### config.mk
export PLATFORM = sky130hd
export DESIGN_NAME = chunk_dma_seq
export DESIGN_NICKNAME = d
export VERILOG_FILES = /design/src/rtl/chunk_dma_seq_pkg.sv /design/src/rtl/chunk_dma_seq_regs.sv /design/src/rtl/chunk_dma_seq_fsm.sv /design/src/rtl/chunk_dma_seq_addr.sv /design/src/rtl/chunk_dma_seq.sv
export SDC_FILE = /design/constraint.sdc
export NUM_CORES = 1
export LEC_CHECK = 0
export ABC_CLOCK_PERIOD_IN_PS = 2730
export BUFFER_PORTS_ARGS = -buffer_cell sky130_fd_sc_hd__buf_4
export CAP_MARGIN = 40
export CORE_ASPECT_RATIO = 1.2
export CORE_MARGIN = 10
export CORE_UTILIZATION = 35
export CTS_BUF_LIST = sky130_fd_sc_hd__clkbuf_8 sky130_fd_sc_hd__clkbuf_16
export DETAILED_ROUTE_END_ITERATION = 16
export GPL_ROUTABILITY_DRIVEN = 0
export GPL_TIMING_DRIVEN = 0
export PLACE_DENSITY_LB_ADDON = 0.15
export SLEW_MARGIN = 5
export SYNTH_ARGS = -nofsm -noshare
export SYNTH_HDL_FRONTEND = slang
export SYNTH_SLANG_ARGS = --single-unit
### constraint.sdc
create_clock -name clk_i -period 2.73 [get_ports clk_i]
set_input_delay 0.546 -clock clk_i [delete_from_list [all_inputs] [get_ports clk_i]]
set_output_delay 0.546 -clock clk_i [all_outputs]
set_load 0.01 [all_outputs]
### src/rtl/chunk_dma_seq_pkg.sv
package chunk_dma_seq_pkg;
  localparam int REG_W = 32;

  localparam logic [2:0] IDX_ENG   = 3'd0;
  localparam logic [2:0] IDX_HOST  = 3'd1;
  localparam logic [2:0] IDX_CTRL  = 3'd2;
  localparam logic [2:0] IDX_MAIN  = 3'd3;
  localparam logic [2:0] IDX_SPARE = 3'd4;
  localparam logic [2:0] IDX_COUNT = 3'd5;

  localparam int BIT_START = 31;
  localparam int BIT_RD    = 1;
  localparam int BIT_INCR  = 0;
  localparam int BIT_ILV   = 2;

  typedef enum logic [1:0] {
    ST_IDLE,
    ST_MAIN,
    ST_SPARE,
    ST_DONE
  } seq_state_e;
endpackage

### src/rtl/chunk_dma_seq_regs.sv
module chunk_dma_seq_regs
  import chunk_dma_seq_pkg::*;
#(
  parameter int ADDR_W = 32,
  parameter int CNT_W  = 8
) (
  input  logic              clk_i,
  input  logic              rst_ni,
  input  logic              we_i,
  input  logic [2:0]        addr_i,
  input  logic [REG_W-1:0]  wdata_i,
  input  logic              busy_i,
  input  logic              accept_i,
  output logic [REG_W-1:0]  rdata_o,
  output logic              eng_en_o,
  output logic              incr_o,
  output logic              ilv_o,
  output logic              start_req_o,
  output logic              start_rd_o,
  output logic              dir_rd_o,
  output logic [ADDR_W-1:0] main_base_o,
  output logic [ADDR_W-1:0] spare_base_o,
  output logic [CNT_W-1:0]  count_o
);
  logic ctrl_wr;
  assign ctrl_wr     = we_i && (addr_i == IDX_CTRL);
  assign start_req_o = ctrl_wr && wdata_i[BIT_START];
  assign start_rd_o  = wdata_i[BIT_RD];

  always_ff @(posedge clk_i or negedge rst_ni) begin
    if (!rst_ni) begin
      eng_en_o     <= 1'b0;
      incr_o       <= 1'b0;
      ilv_o        <= 1'b0;
      dir_rd_o     <= 1'b0;
      main_base_o  <= '0;
      spare_base_o <= '0;
      count_o      <= '0;
    end else begin
      if (we_i) begin
        unique case (addr_i)
          IDX_ENG:   eng_en_o <= wdata_i[0];
          IDX_HOST: begin
            incr_o <= wdata_i[BIT_INCR];
            ilv_o  <= wdata_i[BIT_ILV];
          end
          IDX_MAIN:  main_base_o  <= wdata_i[ADDR_W-1:0];
          IDX_SPARE: spare_base_o <= wdata_i[ADDR_W-1:0];
          IDX_COUNT: count_o      <= wdata_i[CNT_W-1:0];
          default: ;
        endcase
      end
      // direction only moves with an accepted start
      if (accept_i) dir_rd_o <= start_rd_o;
    end
  end

  always_comb begin
    rdata_o = '0;
    unique case (addr_i)
      IDX_ENG:   rdata_o[0] = eng_en_o;
      IDX_HOST: begin
        rdata_o[BIT_INCR] = incr_o;
        rdata_o[BIT_ILV]  = ilv_o;
      end
      IDX_CTRL: begin
        rdata_o[BIT_START] = busy_i;
        rdata_o[BIT_RD]    = dir_rd_o;
      end
      IDX_MAIN:  rdata_o = REG_W'(main_base_o);
      IDX_SPARE: rdata_o = REG_W'(spare_base_o);
      IDX_COUNT: rdata_o = REG_W'(count_o);
      default:   rdata_o = '0;
    endcase
  end
endmodule

### src/rtl/chunk_dma_seq_fsm.sv
module chunk_dma_seq_fsm
  import chunk_dma_seq_pkg::*;
#(
  parameter int CNT_W = 8
) (
  input  logic             clk_i,
  input  logic             rst_ni,
  input  logic             start_i,
  input  logic [CNT_W-1:0] count_i,
  input  logic             ack_i,
  output logic             valid_o,
  output logic             spare_o,
  output logic             busy_o,
  output logic             done_o,
  output logic             adv_o
);
  seq_state_e       state_q, state_d;
  logic [CNT_W-1:0] left_q;

  always_comb begin
    state_d = state_q;
    adv_o   = 1'b0;
    unique case (state_q)
      ST_IDLE:  if (start_i) state_d = (count_i == '0) ? ST_DONE : ST_MAIN;
      ST_MAIN:  if (ack_i) state_d = ST_SPARE;
      ST_SPARE: if (ack_i) begin
        if (left_q == CNT_W'(1)) state_d = ST_DONE;
        else begin
          state_d = ST_MAIN;
          adv_o   = 1'b1;
        end
      end
      ST_DONE:  state_d = ST_IDLE;
      default:  state_d = ST_IDLE;
    endcase
  end

  always_ff @(posedge clk_i or negedge rst_ni) begin
    if (!rst_ni) begin
      state_q <= ST_IDLE;
      left_q  <= '0;
    end else begin
      state_q <= state_d;
      if (state_q == ST_IDLE && start_i) left_q <= count_i;
      else if (adv_o) left_q <= left_q - CNT_W'(1);
    end
  end

  assign valid_o = (state_q == ST_MAIN) || (state_q == ST_SPARE);
  assign spare_o = (state_q == ST_SPARE);
  assign busy_o  = (state_q != ST_IDLE);
  assign done_o  = (state_q == ST_DONE);
endmodule

### src/rtl/chunk_dma_seq_addr.sv
module chunk_dma_seq_addr #(
  parameter int ADDR_W     = 32,
  parameter int DATA_STEP  = 1024,
  parameter int SPARE_STEP = 32,
  parameter int STAT_BYTES = 4
) (
  input  logic              clk_i,
  input  logic              rst_ni,
  input  logic              load_i,
  input  logic              adv_i,
  input  logic [ADDR_W-1:0] main_base_i,
  input  logic [ADDR_W-1:0] spare_base_i,
  output logic [ADDR_W-1:0] main_addr_o,
  output logic [ADDR_W-1:0] spare_addr_o
);
  localparam logic [ADDR_W-1:0] MAIN_INC  = ADDR_W'(DATA_STEP);
  localparam logic [ADDR_W-1:0] SPARE_INC = ADDR_W'(SPARE_STEP + STAT_BYTES);

  // running pointers: one adder each, no multiplier
  always_ff @(posedge clk_i or negedge rst_ni) begin
    if (!rst_ni) begin
      main_addr_o  <= '0;
      spare_addr_o <= '0;
    end else if (load_i) begin
      main_addr_o  <= main_base_i;
      spare_addr_o <= spare_base_i;
    end else if (adv_i) begin
      main_addr_o  <= main_addr_o + MAIN_INC;
      spare_addr_o <= spare_addr_o + SPARE_INC;
    end
  end
endmodule

### src/rtl/chunk_dma_seq.sv
module chunk_dma_seq
  import chunk_dma_seq_pkg::*;
#(
  parameter int ADDR_W     = 32,
  parameter int LEN_W      = 16,
  parameter int CNT_W      = 8,
  parameter int DATA_STEP  = 1024,
  parameter int SPARE_STEP = 32,
  parameter int STAT_BYTES = 4
) (
  input  logic              clk_i,
  input  logic              rst_ni,
  input  logic              reg_we_i,
  input  logic [2:0]        reg_addr_i,
  input  logic [31:0]       reg_wdata_i,
  output logic [31:0]       reg_rdata_o,
  output logic              req_valid_o,
  output logic              req_spare_o,
  output logic [ADDR_W-1:0] req_addr_o,
  output logic [LEN_W-1:0]  req_len_o,
  output logic              req_rd_o,
  input  logic              req_ack_i,
  output logic              burst_incr_o,
  output logic              interleave_o,
  output logic              done_o
);
  localparam logic [LEN_W-1:0] MAIN_LEN  = LEN_W'(DATA_STEP);
  localparam logic [LEN_W-1:0] SPARE_LEN = LEN_W'(SPARE_STEP + STAT_BYTES);

  logic              eng_en, start_req, start_rd, busy, accept, adv;
  logic [ADDR_W-1:0] main_base, spare_base, main_addr, spare_addr;
  logic [CNT_W-1:0]  count;

  assign accept = start_req && eng_en && !busy;

  chunk_dma_seq_regs #(.ADDR_W(ADDR_W), .CNT_W(CNT_W)) regs_i (
    .clk_i       (clk_i),
    .rst_ni      (rst_ni),
    .we_i        (reg_we_i),
    .addr_i      (reg_addr_i),
    .wdata_i     (reg_wdata_i),
    .busy_i      (busy),
    .accept_i    (accept),
    .rdata_o     (reg_rdata_o),
    .eng_en_o    (eng_en),
    .incr_o      (burst_incr_o),
    .ilv_o       (interleave_o),
    .start_req_o (start_req),
    .start_rd_o  (start_rd),
    .dir_rd_o    (req_rd_o),
    .main_base_o (main_base),
    .spare_base_o(spare_base),
    .count_o     (count)
  );

  chunk_dma_seq_fsm #(.CNT_W(CNT_W)) fsm_i (
    .clk_i  (clk_i),
    .rst_ni (rst_ni),
    .start_i(accept),
    .count_i(count),
    .ack_i  (req_ack_i),
    .valid_o(req_valid_o),
    .spare_o(req_spare_o),
    .busy_o (busy),
    .done_o (done_o),
    .adv_o  (adv)
  );

  chunk_dma_seq_addr #(
    .ADDR_W(ADDR_W), .DATA_STEP(DATA_STEP),
    .SPARE_STEP(SPARE_STEP), .STAT_BYTES(STAT_BYTES)
  ) addr_i (
    .clk_i       (clk_i),
    .rst_ni      (rst_ni),
    .load_i      (accept),
    .adv_i       (adv),
    .main_base_i (main_base),
    .spare_base_i(spare_base),
    .main_addr_o (main_addr),
    .spare_addr_o(spare_addr)
  );

  assign req_addr_o = req_spare_o ? spare_addr : main_addr;
  assign req_len_o  = req_spare_o ? SPARE_LEN : MAIN_LEN;
endmodule

After elaboration in Yosys (flattened, before gate mapping) --
Cells that the tools add are included.
Storage, ports and cells: register bits 150, input port bits 39, output and inout port bits 86, word-level logic and storage cells 67
Cells by class: $add $sub $neg 3, equal/unequal tests 12, muxes and demuxes 22, reductions and logical operators 19
Operator list (count):
- $mux W32 | 5
- $pmux W28 S3 | 1
- $add A32 B11 Y32 const B | 1
- $add A32 B6 Y32 const B | 1
- $mux W8 | 2
- $mux W11 | 1
- $mux W2 | 5
- $reduce_and A2 Y1 | 5
- $eq A8 B1 Y1 const B | 1
- $logic_not A8 Y1 | 1
- $pmux W1 S4 | 2
- $pmux W2 S4 | 1
- $sub A8 B1 Y8 const B | 1
- $eq A3 B2 Y1 const B | 2
- $eq A3 B3 Y1 const B | 2
- $reduce_bool A2 Y1 | 3
- $logic_and A1 B1 Y1 | 5
- $pmux W1 S5 | 1
- $eq A2 B2 Y1 const B | 2
- $ne A2 B1 Y1 const B | 2
- $eq A3 B1 Y1 const B | 1
- $logic_not A3 Y1 | 1
- $mux W1 | 3
- $pmux W1 S3 | 1
- 6 further kinds | 6

Logic depth before layout (Yosys ltp) --
depth after elaboration 7, mapped depth 9, gate-level depth less buffers 7

By module --
From an unflattened synthesis, not the netlist that was laid out.
Second synthesis, totals: cell total of the unflattened synthesis 736, area total of the unflattened synthesis 8410.6 um^2
By module, submodules not included:
- chunk_dma_seq_regs | instances 1, cells each 231, area each 3540.9 um^2, sequential area each 1901.8 um^2
- chunk_dma_seq_addr | instances 1, cells each 373, area each 3487.1 um^2, sequential area each 1601.5 um^2
- chunk_dma_seq_fsm | instances 1, cells each 78, area each 713.2 um^2, sequential area each 250.2 um^2
- chunk_dma_seq | instances 1, cells each 54, area each 669.4 um^2, sequential area each 0.0 um^2

Worst setup path before layout --
No wires, ideal clock.
kind input port to output port, from input port reg_addr_i[1], to output port reg_rdata_o[10], arrival time 1.763 ns, data required time 2.184 ns, slack 0.421 ns, stages 6, buffers on the path 3, path through buf_2 > nand2b_1 > nor2_1 > clkbuf_1 > clkbuf_1 > a22o_1
Between the ends: word-level cells in the longest chain between the ends 2, elaborated cells between the ends (all ways) 4, classes of those cells eq/ne: 3; mux: 1
RTL lines:
- start: declaration | RTL line chunk_dma_seq.sv:14 | input logic [2:0] reg_addr_i,
- $eq A3 B3 Y1 / $eq A3 B2 Y1 (equally long branches) | RTL line chunk_dma_seq_regs.sv:60 | unique case (addr_i)
- $pmux W28 S3 * | RTL line chunk_dma_seq_regs.sv:60
- end: declaration | RTL line chunk_dma_seq.sv:16 | output logic [31:0] reg_rdata_o,
Every way passes the cells marked *; elsewhere a longest branch is shown, timed or not.

Worst setup path in the final report --
from input port reg_addr_i[1], to output port reg_rdata_o[29]
The elaborated chain is that of the path after synthesis.

==> run summary <==
CP required: 2.18 ns
Setup Skew: 0.0169 ns
Ports: 125
Yosys cell types: 46
FMAX: 0.374 GHz
width of the die: 157 um
Tcrit/Tclk final: 98.0%
Hold/Removal Path Class: input port to asynchronous set/reset pin
Tot GR Track Use: 16.7%
Worst-path clk slew: 0.06 ns
post-synthesis cell count: 712
CP arrival: 2.13 ns
# DRC: 0
VDD IR max: 0.511 mV
Least-Margin Pin Slew: 0.863 ns
status: finished, final reports clean
Placement Cell Area: 0.00919 mm2
asr flop ratio synth: 100%
share of the synthesized area in the top cell type: 47.4%
Post-synth EDFFs: 0
Slew HR: 42.4%
vias per cell: 5.17
Setup CP Type: input port to output port
port bufs: 109
highest-count cells in the layout ignoring fill and taps: dfrtp_1, buf_4, mux2_2
dominant cells by area after synthesis: dfrtp_1, mux2_2, xnor2_1
Adder-Cell Fraction of Synth Area: 1.42%
min Tclk post-route: 2.67 ns
RSZ-0062 raised after global routing: false
Starting DRT DRC Count: 303
global-route wire length before repair: 37300 um
effective utilization at floorplan: 35.4%
Synth Register Bits: 150
htree depth: 4
area of the multi-input gates: 0.00386 mm2
proportion of synthesized area in mux cells: 17.9%
CTS tree: done
drt wl/cell: 20.7 um
Final Util: 44.0%
Final Hold Vio Count: 0
Cell Pwr Density: 889 mW/mm2
type of destination of the critical path: output port
nets@finish: 904
Ys Warns: 0
# rows: 60
CP Launch Type: input port
largest net degree at the start of global routing: 110
cell taking the most area after synthesis: dfrtp_1
ys flop type: dfrtp_1
initial antenna violation count: 0
setup violators final: 0
Sink Count: 150
post-DP HPWL: 17400 um
Seq/Total Area, Yosys: 47.4%
aggregate global routing overflow: 0
Synth Area in Compound Gates: 9.23%
placed instance count: 1116
Max Slew Vio Count: 0
# fillers: 2200
Core Area: 0.0224 mm2
vias in the first global route: 6383
vias post-DR: 5930
fin cells: 1148
Die ar.: 0.0291 mm2
worst-case clock buffer depth: 2
fraction of layout instances using a drive strength above 1: 37.3%
Antenna diodes: 0
syn_area_per_cell: 11.1 um2
clock root buffer: clkbuf_16
max_cap viols: 0
Area Growth Syn to Fin: 24.4%
largest family of logic cells by synthesized area: multiplexers
Simple-Gate Fraction of Synth Area: 13.3%
TritonCTS buffer count: 17
Design Area, Final: 0.00984 mm2
Cell Area, Synth: 0.00791 mm2
final wirelength: 23800 um
clk_lat worst skew: 0.44 ns
die height: 185 um
worst-path maximum fanout: 9
Synth Area in XOR/XNOR: 6.31%
area occupied by registers: 0.00375 mm2
leak pwr: 4.40 nW
most common cell after layout, fill and taps aside: dfrtp_1
post-route ant nets: 0
Initial DRT Pass Iterations: 4
-- path summary, 6_finish.rpt --
kind	startpoint	slack [ns]	cells after the start	to
setup / recovery	reg_addr_i[1]	0.06	9	reg_rdata_o[29]
hold / removal	rst_ni	0.002	1	regs_i.main_base_o[26]
setup reg to reg	fsm_i.state_q[0]	0.22	8	addr_i.main_addr_o[28]
hold reg to reg	addr_i.spare_addr_o[0]	0.51	1	addr_i.spare_addr_o[0]
max in group asynchronous	rst_ni	1.86	2	addr_i.spare_addr_o[3]
min in group clk_i	reg_wdata_i[8]	0.34	2	regs_i.spare_base_o[8]
-- critical path, stage by stage --
cell and delay, ns:
buf_2 0.15, nor2b_1 0.14, clkbuf_4 0.18, and2_1 0.18
buf_4 0.18, buf_4 0.18, buf_6 0.14, a22o_1 0.26
buf_4 0.15
-- sequential cells by signal (all words and copies together) (netlist names), 2 cells and up --
name,cells
fsm_i.left_q,8
regs_i.main_base_o,32
regs_i.spare_base_o,32
addr_i.main_addr_o,32
fsm_i.state_q,2
regs_i.count_o,8
addr_i.spare_addr_o,32
-- kinds of logic (layout without fill, tap and decap cells) --
group / Yosys count / in the layout
and+or+nand+nor: 187 / 187
DFF: 150 / 150
muxes: 126 / 126
AOI/OAI and AO/OA: 114 / 114
buffers and inverters: 68 / 213
xor gates and xnor gates: 57 / 57
adders and majority gates: 9 / 9
other: 1 / 13
-- layout make-up --
cell class / instances / share of cell area [%]
well taps: 279 / 3.55
repair buffers: 113 / 8.97
flip-flops and latches: 150 / 38.1
plain buffers: 60 / 3.77
clock inverters: 13 / 1.49
multi-input cells: 506 / 39.2
inverters: 8 / 0.305
clock buffers: 19 / 4.60
-- power breakdown --
group / total (W) / switching (W) / internal (W)
clock network: 0.00240 / 0.000999 / 0.00141
logic: 0.00267 / 0.00123 / 0.00144
registers: 0.00367 / 0.000770 / 0.00290
-- cells in the mapped netlist (2+ instances only) --
library cell	count
nand2_1	31
clkbuf_1	25
ha_1	9
and4_1	9
mux2_1	2
a22o_1	34
buf_2	12
and3_1	8
mux2i_1	4
nor4_2	7
and2_1	3
o21ai_0	8
a31oi_1	6
nand4_1	12
buf_4	19
buf_1	2
mux2_2	120
xnor2_1	37
a21oi_1	59
nand3_1	13
nor2b_1	2
nor2_1	65
nor3_1	11
nor3b_1	3
nor4b_2	6
or3_1	3
nor4_1	6
nand2b_1	3
dfrtp_1	150
inv_1	8
xor2_1	20
-- timing repair --
action,in CTS,in global routing
gates resized for setup,17,6
setup endpoints to repair,49,44
cloned,0,0
setup buffers,0,0
hold buffers,0,0
-- through the flow --
step                      worst slack, ns  hold WS [ns]  power (W)  TNS (ns)
after floorplan                     0.421         0.250    0.00517         0
after global placement             -0.506         0.476    0.00633     -9.17
after detailed placement           -0.521         0.461    0.00637     -8.02
after CTS                         0.00247       0.00380    0.00882         0
after global routing              0.00142        0.0109    0.00926         0
final                              0.0560       0.00245    0.00875         0
-- routing by layer --
metal	track usage (%)	routed length [um]	part of all wire, %	vias up
met3	3.92	1190	5.0	22
met2	26.4	11300	48	133
met5	0	0	0	-
li1	-	-	-	2814
met1	22.0	10800	45	2961
met4	5.39	432	1.8	0
Note: power is estimated with default switching activity, not from simulation.
